===== src/rtl/dac_cmd_pkg.sv =====
package dac_cmd_pkg;
  localparam int FRAME_W  = 24;
  localparam int KEEP_W   = 22;  // frame bits below the two ignored MSBs
  localparam int DATA_MAX = 16;
  localparam int NUM_CH   = 2;

  typedef enum logic [2:0] {
    CMD_WR_IN   = 3'b000,
    CMD_UPD     = 3'b001,
    CMD_WR_LOAD = 3'b010,
    CMD_WR_UPD  = 3'b011,
    CMD_PWR     = 3'b100,
    CMD_RESET   = 3'b101,
    CMD_LDAC    = 3'b110,
    CMD_REF     = 3'b111
  } cmd_e;

  typedef struct packed {
    cmd_e                cmd;
    logic [2:0]          addr;
    logic [DATA_MAX-1:0] data;
  } cmd_word_t;

  function automatic logic [NUM_CH-1:0] addr_sel(input logic [2:0] addr);
    case (addr)
      3'b000:  addr_sel = 2'b01;
      3'b001:  addr_sel = 2'b10;
      3'b111:  addr_sel = 2'b11;
      default: addr_sel = 2'b00;
    endcase
  endfunction
endpackage


===== src/rtl/dac_cmd_sync.sv =====
module dac_cmd_sync #(
  parameter int             W       = 3,
  parameter int             STAGES  = 2,
  parameter logic [W-1:0]   RST_VAL = '0
) (
  input  logic         clk_i,
  input  logic         rst_ni,
  input  logic [W-1:0] d_i,
  output logic [W-1:0] q_o
);
  logic [W-1:0] pipe [STAGES];

  always_ff @(posedge clk_i or negedge rst_ni) begin
    if (!rst_ni) begin
      for (int i = 0; i < STAGES; i++) pipe[i] <= RST_VAL;
    end else begin
      pipe[0] <= d_i;
      for (int i = 1; i < STAGES; i++) pipe[i] <= pipe[i-1];
    end
  end

  assign q_o = pipe[STAGES-1];
endmodule


===== src/rtl/dac_cmd_shift.sv =====
module dac_cmd_shift
  import dac_cmd_pkg::*;
(
  input  logic              clk_i,
  input  logic              rst_ni,
  input  logic              sclk_i,
  input  logic              frame_n_i,
  input  logic              sdi_i,
  output logic              word_vld_o,
  output logic [KEEP_W-1:0] word_o
);
  localparam int CNT_W = $clog2(FRAME_W + 1);
  localparam int SR_W  = KEEP_W - 1;  // ignored MSBs simply fall off the top

  logic             sclk_d, frame_n_d;
  logic             sclk_fall, frame_fall;
  logic             armed;
  logic [CNT_W-1:0] cnt;
  logic [SR_W-1:0]  sr;

  assign sclk_fall  = sclk_d & ~sclk_i;
  assign frame_fall = frame_n_d & ~frame_n_i;

  always_ff @(posedge clk_i or negedge rst_ni) begin
    if (!rst_ni) begin
      sclk_d    <= 1'b1;
      frame_n_d <= 1'b1;
    end else begin
      sclk_d    <= sclk_i;
      frame_n_d <= frame_n_i;
    end
  end

  always_ff @(posedge clk_i or negedge rst_ni) begin
    if (!rst_ni) begin
      armed      <= 1'b0;
      cnt        <= '0;
      sr         <= '0;
      word_vld_o <= 1'b0;
      word_o     <= '0;
    end else begin
      word_vld_o <= 1'b0;
      if (frame_fall) begin
        armed <= 1'b1;
        cnt   <= '0;
        sr    <= '0;
      end else if (frame_n_i) begin
        armed <= 1'b0;
        cnt   <= '0;
        sr    <= '0;
      end else if (armed && sclk_fall) begin
        sr <= {sr[SR_W-2:0], sdi_i};
        if (cnt == CNT_W'(FRAME_W - 1)) begin
          word_vld_o <= 1'b1;
          word_o     <= {sr, sdi_i};
          armed      <= 1'b0;
          cnt        <= '0;
        end else begin
          cnt <= cnt + 1'b1;
        end
      end
    end
  end
endmodule


===== src/rtl/dac_cmd_regs.sv =====
module dac_cmd_regs
  import dac_cmd_pkg::*;
#(
  parameter int DATA_W = 16
) (
  input  logic                           clk_i,
  input  logic                           rst_ni,
  input  logic                           vld_i,
  input  cmd_word_t                      word_i,
  output logic [NUM_CH-1:0][DATA_W-1:0]  in_q_o,
  output logic [NUM_CH-1:0][DATA_W-1:0]  out_q_o,
  output logic [NUM_CH-1:0][1:0]         pd_q_o,
  output logic [NUM_CH-1:0]              ldac_q_o,
  output logic                           ref_q_o
);
  logic [NUM_CH-1:0] sel;
  logic [DATA_W-1:0] code;

  assign sel  = addr_sel(word_i.addr);
  assign code = word_i.data[DATA_MAX-1 -: DATA_W];

  always_ff @(posedge clk_i or negedge rst_ni) begin
    if (!rst_ni) begin
      in_q_o   <= '0;
      out_q_o  <= '0;
      pd_q_o   <= '0;
      ldac_q_o <= '0;
    end else if (vld_i) begin
      for (int c = 0; c < NUM_CH; c++) begin
        unique case (word_i.cmd)
          CMD_WR_IN:  if (sel[c]) in_q_o[c] <= code;
          CMD_UPD:    if (sel[c]) out_q_o[c] <= in_q_o[c];
          CMD_WR_LOAD: begin
            if (|sel) begin
              if (sel[c]) begin
                in_q_o[c]  <= code;
                out_q_o[c] <= code;
              end else begin
                out_q_o[c] <= in_q_o[c];
              end
            end
          end
          CMD_WR_UPD: begin
            if (sel[c]) begin
              in_q_o[c]  <= code;
              out_q_o[c] <= code;
            end
          end
          CMD_PWR:    if (word_i.data[c]) pd_q_o[c] <= word_i.data[5:4];
          CMD_RESET: begin
            in_q_o[c]   <= '0;
            out_q_o[c]  <= '0;
            pd_q_o[c]   <= '0;
            ldac_q_o[c] <= 1'b0;
          end
          CMD_LDAC:   ldac_q_o[c] <= word_i.data[c];
          CMD_REF:    ;
        endcase
      end
    end
  end

  always_ff @(posedge clk_i or negedge rst_ni) begin
    if (!rst_ni)                                ref_q_o <= 1'b0;
    else if (vld_i && word_i.cmd == CMD_REF)    ref_q_o <= word_i.data[0];
    else if (vld_i && word_i.cmd == CMD_RESET)  ref_q_o <= 1'b0;
  end
endmodule


===== src/rtl/dac_cmd_if.sv =====
module dac_cmd_if
  import dac_cmd_pkg::*;
#(
  parameter int DATA_W      = 16,
  parameter int SYNC_STAGES = 2
) (
  input  logic              clk_i,
  input  logic              rst_ni,
  input  logic              sclk_i,
  input  logic              frame_n_i,
  input  logic              sdi_i,
  output logic [DATA_W-1:0] code_a_o,
  output logic [DATA_W-1:0] code_b_o,
  output logic [3:0]        pd_mode_o,
  output logic [1:0]        ldac_mask_o,
  output logic              ref_en_o
);
  logic [2:0]                      pins_s;
  logic                            word_vld;
  logic [KEEP_W-1:0]               word_raw;
  cmd_word_t                       word;
  logic [NUM_CH-1:0][DATA_W-1:0]   in_q, out_q;
  logic [NUM_CH-1:0][1:0]          pd_q;
  logic [NUM_CH-1:0]               ldac_q;
  logic                            ref_q;

  // bit 0 sclk, bit 1 strobe (both idle high), bit 2 data
  dac_cmd_sync #(.W(3), .STAGES(SYNC_STAGES), .RST_VAL(3'b011)) u_sync (
    .clk_i  (clk_i),
    .rst_ni (rst_ni),
    .d_i    ({sdi_i, frame_n_i, sclk_i}),
    .q_o    (pins_s)
  );

  dac_cmd_shift u_shift (
    .clk_i      (clk_i),
    .rst_ni     (rst_ni),
    .sclk_i     (pins_s[0]),
    .frame_n_i  (pins_s[1]),
    .sdi_i      (pins_s[2]),
    .word_vld_o (word_vld),
    .word_o     (word_raw)
  );

  assign word = cmd_word_t'(word_raw);

  dac_cmd_regs #(.DATA_W(DATA_W)) u_regs (
    .clk_i    (clk_i),
    .rst_ni   (rst_ni),
    .vld_i    (word_vld),
    .word_i   (word),
    .in_q_o   (in_q),
    .out_q_o  (out_q),
    .pd_q_o   (pd_q),
    .ldac_q_o (ldac_q),
    .ref_q_o  (ref_q)
  );

  assign code_a_o    = out_q[0];
  assign code_b_o    = out_q[1];
  assign pd_mode_o   = pd_q;
  assign ldac_mask_o = ldac_q;
  assign ref_en_o    = ref_q;
endmodule


===== config.mk =====
export PLATFORM = sky130hd
export DESIGN_NAME = dac_cmd_if
export DESIGN_NICKNAME = d
export VERILOG_FILES = /design/src/rtl/dac_cmd_pkg.sv /design/src/rtl/dac_cmd_sync.sv /design/src/rtl/dac_cmd_shift.sv /design/src/rtl/dac_cmd_regs.sv /design/src/rtl/dac_cmd_if.sv
export SDC_FILE = /design/constraint.sdc
export NUM_CORES = 1
export LEC_CHECK = 0
export CAP_MARGIN = 10
export CORE_UTILIZATION = 56
export DETAILED_ROUTE_END_ITERATION = 7
export PLACE_DENSITY = 0.77
export SYNTH_ARGS = -nofsm -noshare
export SYNTH_HDL_FRONTEND = slang
export SYNTH_HIERARCHICAL = 1
export SYNTH_SLANG_ARGS = --single-unit

===== constraint.sdc =====
create_clock -name clk_i -period 5.1 [get_ports clk_i]
set_input_delay 1.02 -clock clk_i [delete_from_list [all_inputs] [get_ports clk_i]]
set_output_delay 1.02 -clock clk_i [all_outputs]
set_load 0.05 [all_outputs]

==> results of run 1 <==
## sequential cells by signal (all words and copies together) (netlist names), 3 cells and up
register and flops:
u_shift/word_o 22, u_sync/pipe 3, u_sync/q_o 3, u_regs/out_q_o 32
u_shift/sr 21, u_regs/pd_q_o 4, u_regs/in_q_o 32, u_shift/cnt 5
## cell usage after synthesis (2+ instances only)
library cell and count:
dfrtp_1 123, nand2_1 84, mux2_2 38, a22o_1 32, mux2i_1 32, a21oi_1 27
inv_1 21, mux2_4 20, clkbuf_1 9, dfstp_2 6, nor2_1 6, o21ai_0 6
buf_2 5, buf_6 5, buf_12 4, buf_4 4, nand3_1 3, a211oi_1 2
a21oi_4 2, a22oi_1 2, and3b_1 2, nand3b_1 2, nor2_2 2, or3_1 2
## final cells by class
cell class	instances	area, um2
inverter	21	78.8
clock buffer	18	428
multi-input combinational	286	2210
fill	704	3100
sequential	129	3240
clock inverter	14	181
tap	133	166
timing repair buffer	46	458
## critical path, cell delays in order, from the launching register on
cell	delay [ns]
dfstp_2	0.53
nand3b_1	0.77
nor3_4	1.19
mux2_2	0.43
## per-stage QoR
step	hold WS, ns	instance area [um2]	utilization	setup slack, ns
floorplan	0.331	5750	-	3.38
global placement	0.336	6140	0.622	2.21
detailed placement	0.343	6140	0.622	2.08
CTS	0.356	6750	0.684	2.07
global route	0.360	6760	0.685	1.86
finish	0.352	6760	0.685	2.06
## per-layer routing
metal | wire length [um] | track usage | share of wire
met2 | 5750 | 0.373 | 0.51
met5 | 0 | 0 | 0
met3 | 428 | 0.0578 | 0.038
met1 | 4860 | 0.294 | 0.43
met4 | 172 | 0.0878 | 0.015
## where the power goes
group	total, uW	leakage (uW)	switching [uW]	internal, uW
clock network	1220	0.000290	459	765
registers	1030	0.00178	1.99	1030
logic	32.4	0.000964	27.7	4.74
## logic make-up after synthesis
family | after synthesis
buf+inv | 48
mux | 90
compound gates | 80
flops | 129
fa+ha+maj | 1
simple gates | 114
xor+xnor | 1
## worst min path at each step
stage	to	slack [ns]	depth (start not counted)
3_5_place_dp	u_sync/q_o[2]	0.34	0
3_3_place_gp	u_sync/q_o[2]	0.34	0
4_1_cts	u_sync/q_o[1]	0.36	0
5_1_grt	u_sync/q_o[1]	0.36	0
6_report	u_sync/q_o[2]	0.35	0
2_1_floorplan	u_sync/q_o[2]	0.33	0
==> impl_metrics.yaml, run 1 <==
clocking:
  tritoncts.num_buffers: 17
  cts_resized: 0
  cts_sinks: 129
  ctsLongestPathBuffers: 2
  tritoncts: "built"
  postCtsSetupBuffers: 0
  clk_latency_ns: 0.52
  cts_htree_levels: 4
  clockRootBuffer: "clkbuf_8"
  clkTransAtPathRegs_ns: 0.06
  postCtsHoldBufs: 0
run_status:
  status: "finished clean"
drt:
  first_pass_iters: 4
  drt_first_iter_violations: 221
  routed_wirelength_mm: 11.2
  post_drt_via_cell_ratio: 5.71
  remaining_drc_errors: 0
  final_antenna_net_count: 0
  routedWlPerCell_um: 17.3
  vias: 3696
floorplan:
  fp.dieW_um: 103
  floorplan.rows: 36
  initial_core_util: 0.583
  die_height_um: 103
  core_region_area_mm2: 0.00986
  overall_die_area_mm2: 0.0107
  io-pin-count: 44
logic_synthesis:
  synth_enable_flop_cells: 0
  synth_flop_cell: "dfrtp_1"
  synth_top_cell_by_area: "dfrtp_1"
  netlist_top_cells_area: "dfrtp_1 (54%), mux2_2 (7.4%), mux2i_1 (5.6%)"
  syn-cell-area_mm2: 0.00575
  combinational_family_with_the_most_area_after_synthesis: "multiplexers"
  yosysWarnings: 6
  post-synth-top-area-fraction: 0.535
  synthAdderAreaFrac: 0.00217
  yosys-mux-area-fraction: 0.182
  yosys.area_share.xor_xnor: 0.00152
  synth_seq_area_share: 0.562
  mappedNetlistNets: 469
  synth_instances: 463
  postSynth.asyncResetShare: 1.00
  yosys_reg_bits: 129
  mean_cell_area_of_the_mapped_netlist_um2: 12.4
  synth_cell_type_count: 48
  area_fraction_in_compound_gates_after_synthesis: 0.108
  post_synth_and_or_nand_nor_area_fraction: 0.0907
pwr:
  power-per-cell-area_mw_per_mm2: 338
  cellLeakagePower_uw: 0.00303
  vdd_ir_drop_max_v: 0.000229
  power_uw: 2290
layout:
  commonest_non_fill_non_tap_cells_in_the_layout: "dfrtp_1 (123), nand2_1 (84), clkdlybuf4s50_1 (42)"
  layout.cells.most_common: "dfrtp_1"
  diodes: 0
  finalNetCount: 507
  layout-area-overhead-vs-synth_pct: 17.5
  stdcell_count: 647
  drive_gt1_frac: 0.220
timing:
  timing_worst_slew_pin_value_ns: 1.19
  final.period_utilization: 0.595
  rsz0062_at_grt: "no"
  timing.slew.headroom: 0.208
  slew_viol_final: 0
  max_freq_mhz: 329
  timing.setup.tns_ns: 0
  timing.final.crit_period_ns: 3.04
  timing_hold_violations_final: 0
  fin_skew_ns: 0.00964
  timing.final.setup_violations: 0
critical_path:
  sort_of_element_at_the_start_of_the_critical_path: "flop"
  rr_endpoint: "u_shift/word_o[11]"
  critical_path.endpoint_type: "flop"
  worst_setup_path_startpoint: "u_shift/sclk_d"
  critical_path_data_arrival_time_ns: 3.43
  timing.reg2reg.setup_slack_ns: 2.06
  worst-endpoint-required_ns: 5.49
  critical_path_class: "reg2reg"
  timing.critical_path.fanout_max: 32
  number_of_cells_traversed_by_the_worst_register_to_register_path: 3
  regToRegStartpoint: "u_shift/sclk_d"
  critical_path.endpoint: "u_shift/word_o[11]"
grt:
  grt_start_max_net_pins: 69
  grt_first_pass_wirelength_mm: 18.1
  grt_overflow_total: 0
  antenna_violations_before_repair: 0
  number_of_global_route_vias_before_repair: 3599
  grt_util_all_layers: 0.228
place:
  gp_congestion: 0.739
  place_hpwl_mm: 6.85
  port_buffers: 43
  placedCellCount: 614
job:
  max_cap_viol_count: 0
worst_hold_path:
  worst_min_delay_path_category: "reg2reg"
  hold_path.startpoint: "u_sync/pipe[5]"
(Power assumes the default switching activity.)
==> run 2, diff against run 1 <==
--- a/config.mk
+++ b/config.mk
@@ -6,9 +6,9 @@
 export NUM_CORES = 1
 export LEC_CHECK = 0
 export CAP_MARGIN = 10
-export CORE_UTILIZATION = 56
+export CORE_UTILIZATION = 53
 export DETAILED_ROUTE_END_ITERATION = 7
-export PLACE_DENSITY = 0.77
+export PLACE_DENSITY = 0.76
 export SYNTH_ARGS = -nofsm -noshare
 export SYNTH_HDL_FRONTEND = slang
 export SYNTH_HIERARCHICAL = 1
==> constraint.sdc (replaced) <==
create_clock -name clk_i -period 2.7 [get_ports clk_i]
set_input_delay 0.54 -clock clk_i [delete_from_list [all_inputs] [get_ports clk_i]]
set_output_delay 0.54 -clock clk_i [all_outputs]
set_load 0.05 [all_outputs]
==> run 2 against run 1 <==
Compared with the run above:
- clock power is 110% higher
- hold slack better by 0.00064 ns
- clock skew hardly changed
- cell count is 1.5% higher
- sequential cell count stayed put
- core utilization is 2.5 points lower
- setup slack worse by 1.6 ns
- critical path type is now reg2out
- largest power group unchanged
==> impl_metrics.yaml, run 2 (same netlist as run 1, synthesis figures left out) <==
run_status:
  status: "finished clean"
layout:
  drive_gt1_frac: 0.228
  layout-area-overhead-vs-synth_pct: 19.5
  commonest_non_fill_non_tap_cells_in_the_layout: "dfrtp_1 (123), nand2_1 (84), clkdlybuf4s50_1 (42)"
  layout.cells.most_common: "dfrtp_1"
  layout.filler_cells: 779
  diodes: 0
  largest_registers: "u_regs/in_q_o (32), u_regs/out_q_o (32), u_shift/word_o (22)"
  finalNetCount: 515
critical_path:
  critical_path_data_arrival_time_ns: 1.70
  sort_of_element_at_the_start_of_the_critical_path: "flop"
  timing.critical_path.fanout_max: 2
  critical_path.top_delay_family: "buffers and inverters"
  crit_path_max_incr_delay_ns: 0.81
  critical_path.endpoint_type: "output port"
  worst-endpoint-required_ns: 2.16
  critical_path.n_buffers_inverters: 1
  critical_path.cell_chain: "clkdlybuf4s50_1"
  critical_path_class: "reg2out"
  worst_path_max_delay_cell: "clkdlybuf4s50_1"
pwr:
  cellLeakagePower_uw: 0.00309
  power-per-cell-area_mw_per_mm2: 662
  vdd_ir_drop_max_v: 0.000367
clocking:
  postCtsSetupBuffers: 0
  postCtsHoldBufs: 1
  cts_htree_levels: 4
  ctsLongestPathBuffers: 2
  clockRootBuffer: "clkbuf_8"
  cts_sinks: 129
  clkTransAtPathRegs_ns: 0.06
  cts_resized: 0
  clk_latency_ns: 0.52
  tritoncts.num_buffers: 17
  tritoncts: "built"
floorplan:
  initial_core_util: 0.552
  fp.dieW_um: 106
  die_height_um: 106
  floorplan.rows: 37
  overall_die_area_mm2: 0.0113
  core_region_area_mm2: 0.0104
  io-pin-count: 44
timing:
  slew_viol_final: 0
  final.period_utilization: 0.831
  timing.setup.tns_ns: 0
  fin_worst_hold_slack_ns: 0.352
  max_freq_mhz: 446
  timing_worst_slew_pin_value_ns: 0.853
  timing.slew.headroom: 0.432
  timing.final.crit_period_ns: 2.24
  fin_skew_ns: 0.00975
  rsz0062_at_grt: "no"
  timing_hold_violations_final: 0
  timing.final.setup_violations: 0
drt:
  routed_wirelength_mm: 11.6
  met3_wirelength_um: 468
  routedLengthMet1_mm: 5.11
  vias: 3684
  first_pass_iters: 4
  drt_first_iter_violations: 192
  highest_layer: "met4"
  final_antenna_net_count: 0
  post_drt_via_cell_ratio: 5.61
  remaining_drc_errors: 0
  routedWlPerCell_um: 17.6
  sum_of_met2_wire_segment_lengths_after_detailed_routing_mm: 5.83
place:
  gp_congestion: 0.714
  place_hpwl_mm: 7.11
  port_buffers: 43
worst_hold_path:
  worst_min_delay_path_category: "reg2reg"
grt:
  grt_start_max_net_pins: 67
  grt_overflow_total: 0
  grt_util_all_layers: 0.231
  grt_first_pass_wirelength_mm: 19.9
  number_of_global_route_vias_before_repair: 3889
  antenna_violations_before_repair: 0
job:
  max_cap_viol_count: 0
[run 2: cell types whose count changed in the layout (fill, tap and decap cells not counted)]
cell,change
clkbuf_8,-1
clkinv_4,-3
buf_12,+1
bufinv_16,+3
buf_4,+7
clkinv_2,+2
clkinvlp_4,-1
buf_8,-1
inv_8,-1
dlygate4sd3_1,+1
[run 2: cell type report]
| cell class | count | area (um2) | share of cell area |
|---|---|---|---|
| clock inverters | 14 | 236 | 0.0344 |
| well taps | 136 | 170 | 0.0248 |
| clock buffers | 17 | 414 | 0.0602 |
| flip-flops and latches | 129 | 3240 | 0.471 |
| multi-input cells | 286 | 2210 | 0.322 |
| inverters | 21 | 78.8 | 0.0115 |
| repair buffers | 54 | 526 | 0.0764 |
[run 2: path summary, 6_finish.rpt]
kind / slack [ns] / cells past startpoint / start / to
worst max-delay path: 0.46 / 1 / u_regs/out_q_o[4] / code_a_o[4]
worst min-delay path: 0.35 / 0 / u_sync/pipe[5] / u_sync/q_o[2]
worst max register to register: 0.63 / 4 / u_shift/word_o[17] / u_regs/in_q_o[22]
worst min register to register: 0.35 / 0 / u_sync/pipe[5] / u_sync/q_o[2]
max in group asynchronous: 1.39 / 3 / rst_ni / u_regs/out_q_o[1]
min in group asynchronous: 0.49 / 2 / rst_ni / u_regs/out_q_o[12]
[run 2: metal layers]
layer / GRT usage / up-vias
li1: - / 1705
met1: 0.303 / 1860
met2: 0.370 / 105
met3: 0.0509 / 14
met4: 0.0972 / 0
met5: 0 / -
[run 2: power by group]
| group | internal (uW) | total [uW] | switching, uW |
|---|---|---|---|
| Sequential | 1950 | 1950 | 4.09 |
| Combinational | 13.6 | 67.7 | 54.1 |
| Clock | 1680 | 2530 | 849 |
[run 2: stage by stage]
stage               utilization  cell area, um2  std cells  setup slack [ns]  power [uW]
detailed placement        0.597            6210        625             0.680        2050
CTS                       0.660            6870        657             0.436        4590
global placement          0.597            6210        625             0.775        2050
finish                    0.660            6870        657             0.457        4550
floorplan                     -            5750        463             0.976        2000
global route              0.660            6870        657             0.409        4680
==> run 3, diff against run 2 <==
==> constraint.sdc (replaced) <==
create_clock -name clk_i -period 2.05 [get_ports clk_i]
set_input_delay 0.41 -clock clk_i [delete_from_list [all_inputs] [get_ports clk_i]]
set_output_delay 0.41 -clock clk_i [all_outputs]
set_load 0.05 [all_outputs]
==> run 3 against run 2 <==
Compared with the run above:
- sequential share of layout area rose by 0.22 points
- highest routed layer unchanged
- via count up 2.0%
- clock power is 15% higher
- first-iteration DRC count rose by 54%
- design area is 0.47% lower
- cell count grew 1.5%
- hold slack worse by 0.055 ns
- critical endpoint is now u_regs/out_q_o[8]
- non-clock buffer count increased by 9
==> impl_metrics.yaml, run 3 (same netlist as run 1, synthesis figures left out) <==
run_status:
  status: "finished clean"
critical_path:
  regToRegStartpoint: "u_shift/word_o[16]"
  number_of_cells_traversed_by_the_worst_register_to_register_path: 5
  worst-endpoint-required_ns: 2.45
  sort_of_element_at_the_start_of_the_critical_path: "flop"
  worst_setup_path_startpoint: "u_shift/word_o[16]"
  critical_path_class: "reg2reg"
  rr_endpoint: "u_regs/out_q_o[8]"
  critical_path.n_buffers_inverters: 1
  critical_path.endpoint: "u_regs/out_q_o[8]"
  critical_path.endpoint_type: "flop"
  critical_path.top_delay_family: "flip-flops"
  crit_path_max_incr_delay_ns: 0.45
  critical_path_data_arrival_time_ns: 2.27
  timing.critical_path.fanout_max: 16
  timing.critical_path.depth: 5
  critical_path.cell_chain: "nor3_1, o31a_1, buf_4, mux2i_1, mux2_4"
  worst_path_max_delay_cell: "dfrtp_1"
  timing.reg2reg.setup_slack_ns: 0.18
clocking:
  clockRootBuffer: "clkbuf_8"
  clk_latency_ns: 0.51
  postCtsSetupBuffers: 0
  cts_sinks: 129
  clkTransAtPathRegs_ns: 0.06
  cts_htree_levels: 4
  ctsLongestPathBuffers: 2
  tritoncts.num_buffers: 17
  tritoncts: "built"
grt:
  antenna_violations_before_repair: 0
  grt_first_pass_wirelength_mm: 19.7
  number_of_global_route_vias_before_repair: 3838
  grt_start_max_net_pins: 50
  grt_overflow_total: 0
  grt_util_all_layers: 0.229
pwr:
  vdd_ir_drop_max_v: 0.000812
  power-per-cell-area_mw_per_mm2: 813
  switching_share: 0.221
  cellLeakagePower_uw: 0.00329
  p_sw_uw: 1230
  comb_power_share: 0.017
  power.share.sequential: 0.462
  cellInternalPower_uw: 4330
  clock_power_share: 0.521
worst_hold_path:
  worst_min_delay_path_category: "in2reg"
layout:
  stdcell_count: 667
  layout.cells.most_common: "dfrtp_1"
  commonest_non_fill_non_tap_cells_in_the_layout: "dfrtp_1 (123), nand2_1 (84), dlygate4sd2_1 (39)"
  layout-area-overhead-vs-synth_pct: 18.9
  diodes: 0
  drive_gt1_frac: 0.241
  finalNetCount: 524
  largest_registers: "u_regs/in_q_o (32), u_regs/out_q_o (32), u_shift/word_o (22)"
drt:
  final_antenna_net_count: 0
  remaining_drc_errors: 0
  sum_of_met2_wire_segment_lengths_after_detailed_routing_mm: 5.75
  routedLengthMet1_mm: 5.06
  routed_wirelength_mm: 11.5
  highest_layer: "met4"
  vias: 3757
  first_pass_iters: 4
  drt_first_iter_violations: 296
  routedWlPerCell_um: 17.2
  met3_wirelength_um: 499
  post_drt_via_cell_ratio: 5.63
floorplan:
  die_height_um: 106
  overall_die_area_mm2: 0.0113
  core_region_area_mm2: 0.0104
  fp.dieW_um: 106
  floorplan.rows: 37
  initial_core_util: 0.552
  io-pin-count: 44
timing:
  timing.setup.tns_ns: 0
  timing.slew.headroom: 0.578
  fin_skew_ns: 0.00790
  timing.final.setup_violations: 0
  rsz0062_at_grt: "no"
  max_freq_mhz: 533
  timing.final.crit_period_ns: 1.87
  timing_hold_violations_final: 0
  slew_viol_final: 0
  final.period_utilization: 0.915
  timing_worst_slew_pin_value_ns: 0.633
  postLayoutSetupSlackWorst_ns: 0.175
place:
  port_buffers: 43
  gp_congestion: 0.797
  place_hpwl_mm: 7.30
  placedCellCount: 634
  detailedPlace.worstSlack_ns: 0.220
job:
  max_cap_viol_count: 0
[run 3: cell types whose count changed in the layout (fill, tap and decap cells not counted), sizes merged]
| cell | before | now |
|---|---|---|
| clkinv | 4 | 3 |
| inv | 23 | 26 |
| buf | 11 | 20 |
| clkdlybuf4s50 | 42 | 3 |
| clkinvlp | 2 | 4 |
| clkbuf | 17 | 18 |
| dlygate4sd2 | 0 | 39 |
| bufinv | 6 | 2 |
[run 3: final cells by class]
cell class | count | area (um2)
clock buffers | 18 | 418
clock inverters | 14 | 156
well taps | 136 | 170
repair buffers | 63 | 569
inverters | 21 | 78.8
fillers | 774 | 3570
multi-input cells | 286 | 2210
flip-flops and latches | 129 | 3240
[run 3: worst min path at each step]
stage | from | end | depth (start not counted)
CTS | frame_n_i | u_sync/pipe[4] | 1
detailed placement | u_sync/pipe[3] | u_sync/q_o[0] | 0
global placement | u_sync/pipe[5] | u_sync/q_o[2] | 0
floorplan | rst_ni | u_regs/in_q_o[0] | 0
finish | frame_n_i | u_sync/pipe[4] | 1
global route | frame_n_i | u_sync/pipe[4] | 1
[run 3: metrics by stage]
stage	area [um2]	hold slack (ns)	utilization	total power (uW)
global placement	6310	0.341	0.605	2710
CTS	6840	0.277	0.657	5620
finish	6840	0.297	0.657	5560
global route	6840	0.287	0.657	5750
floorplan	5750	0.114	-	2640
detailed placement	6310	0.347	0.605	2710
[run 3: metal layers]
| layer | global-route usage | vias to the layer above |
|---|---|---|
| met5 | 0 | - |
| met4 | 0.0962 | 0 |
| met3 | 0.0582 | 20 |
| met2 | 0.370 | 90 |
| met1 | 0.292 | 1910 |
| li1 | - | 1737 |
[run 3: what timing repair did]
item,4_1_cts,5_1_grt
endpoints found under the setup margin,39,0
endpoints found under the hold margin,33,0
gates resized for setup,39,0
hold buffers,1,0
[run 3: power by group through the flow]
stage	sequential (uW)	clock [uW]	combinational, uW
CTS	2570	2960	98.6
detailed placement	2610	0	97.1
global placement	2610	0	94.7
global route	2570	3070	110
finish	2570	2900	94.0
floorplan	2610	0	27.4
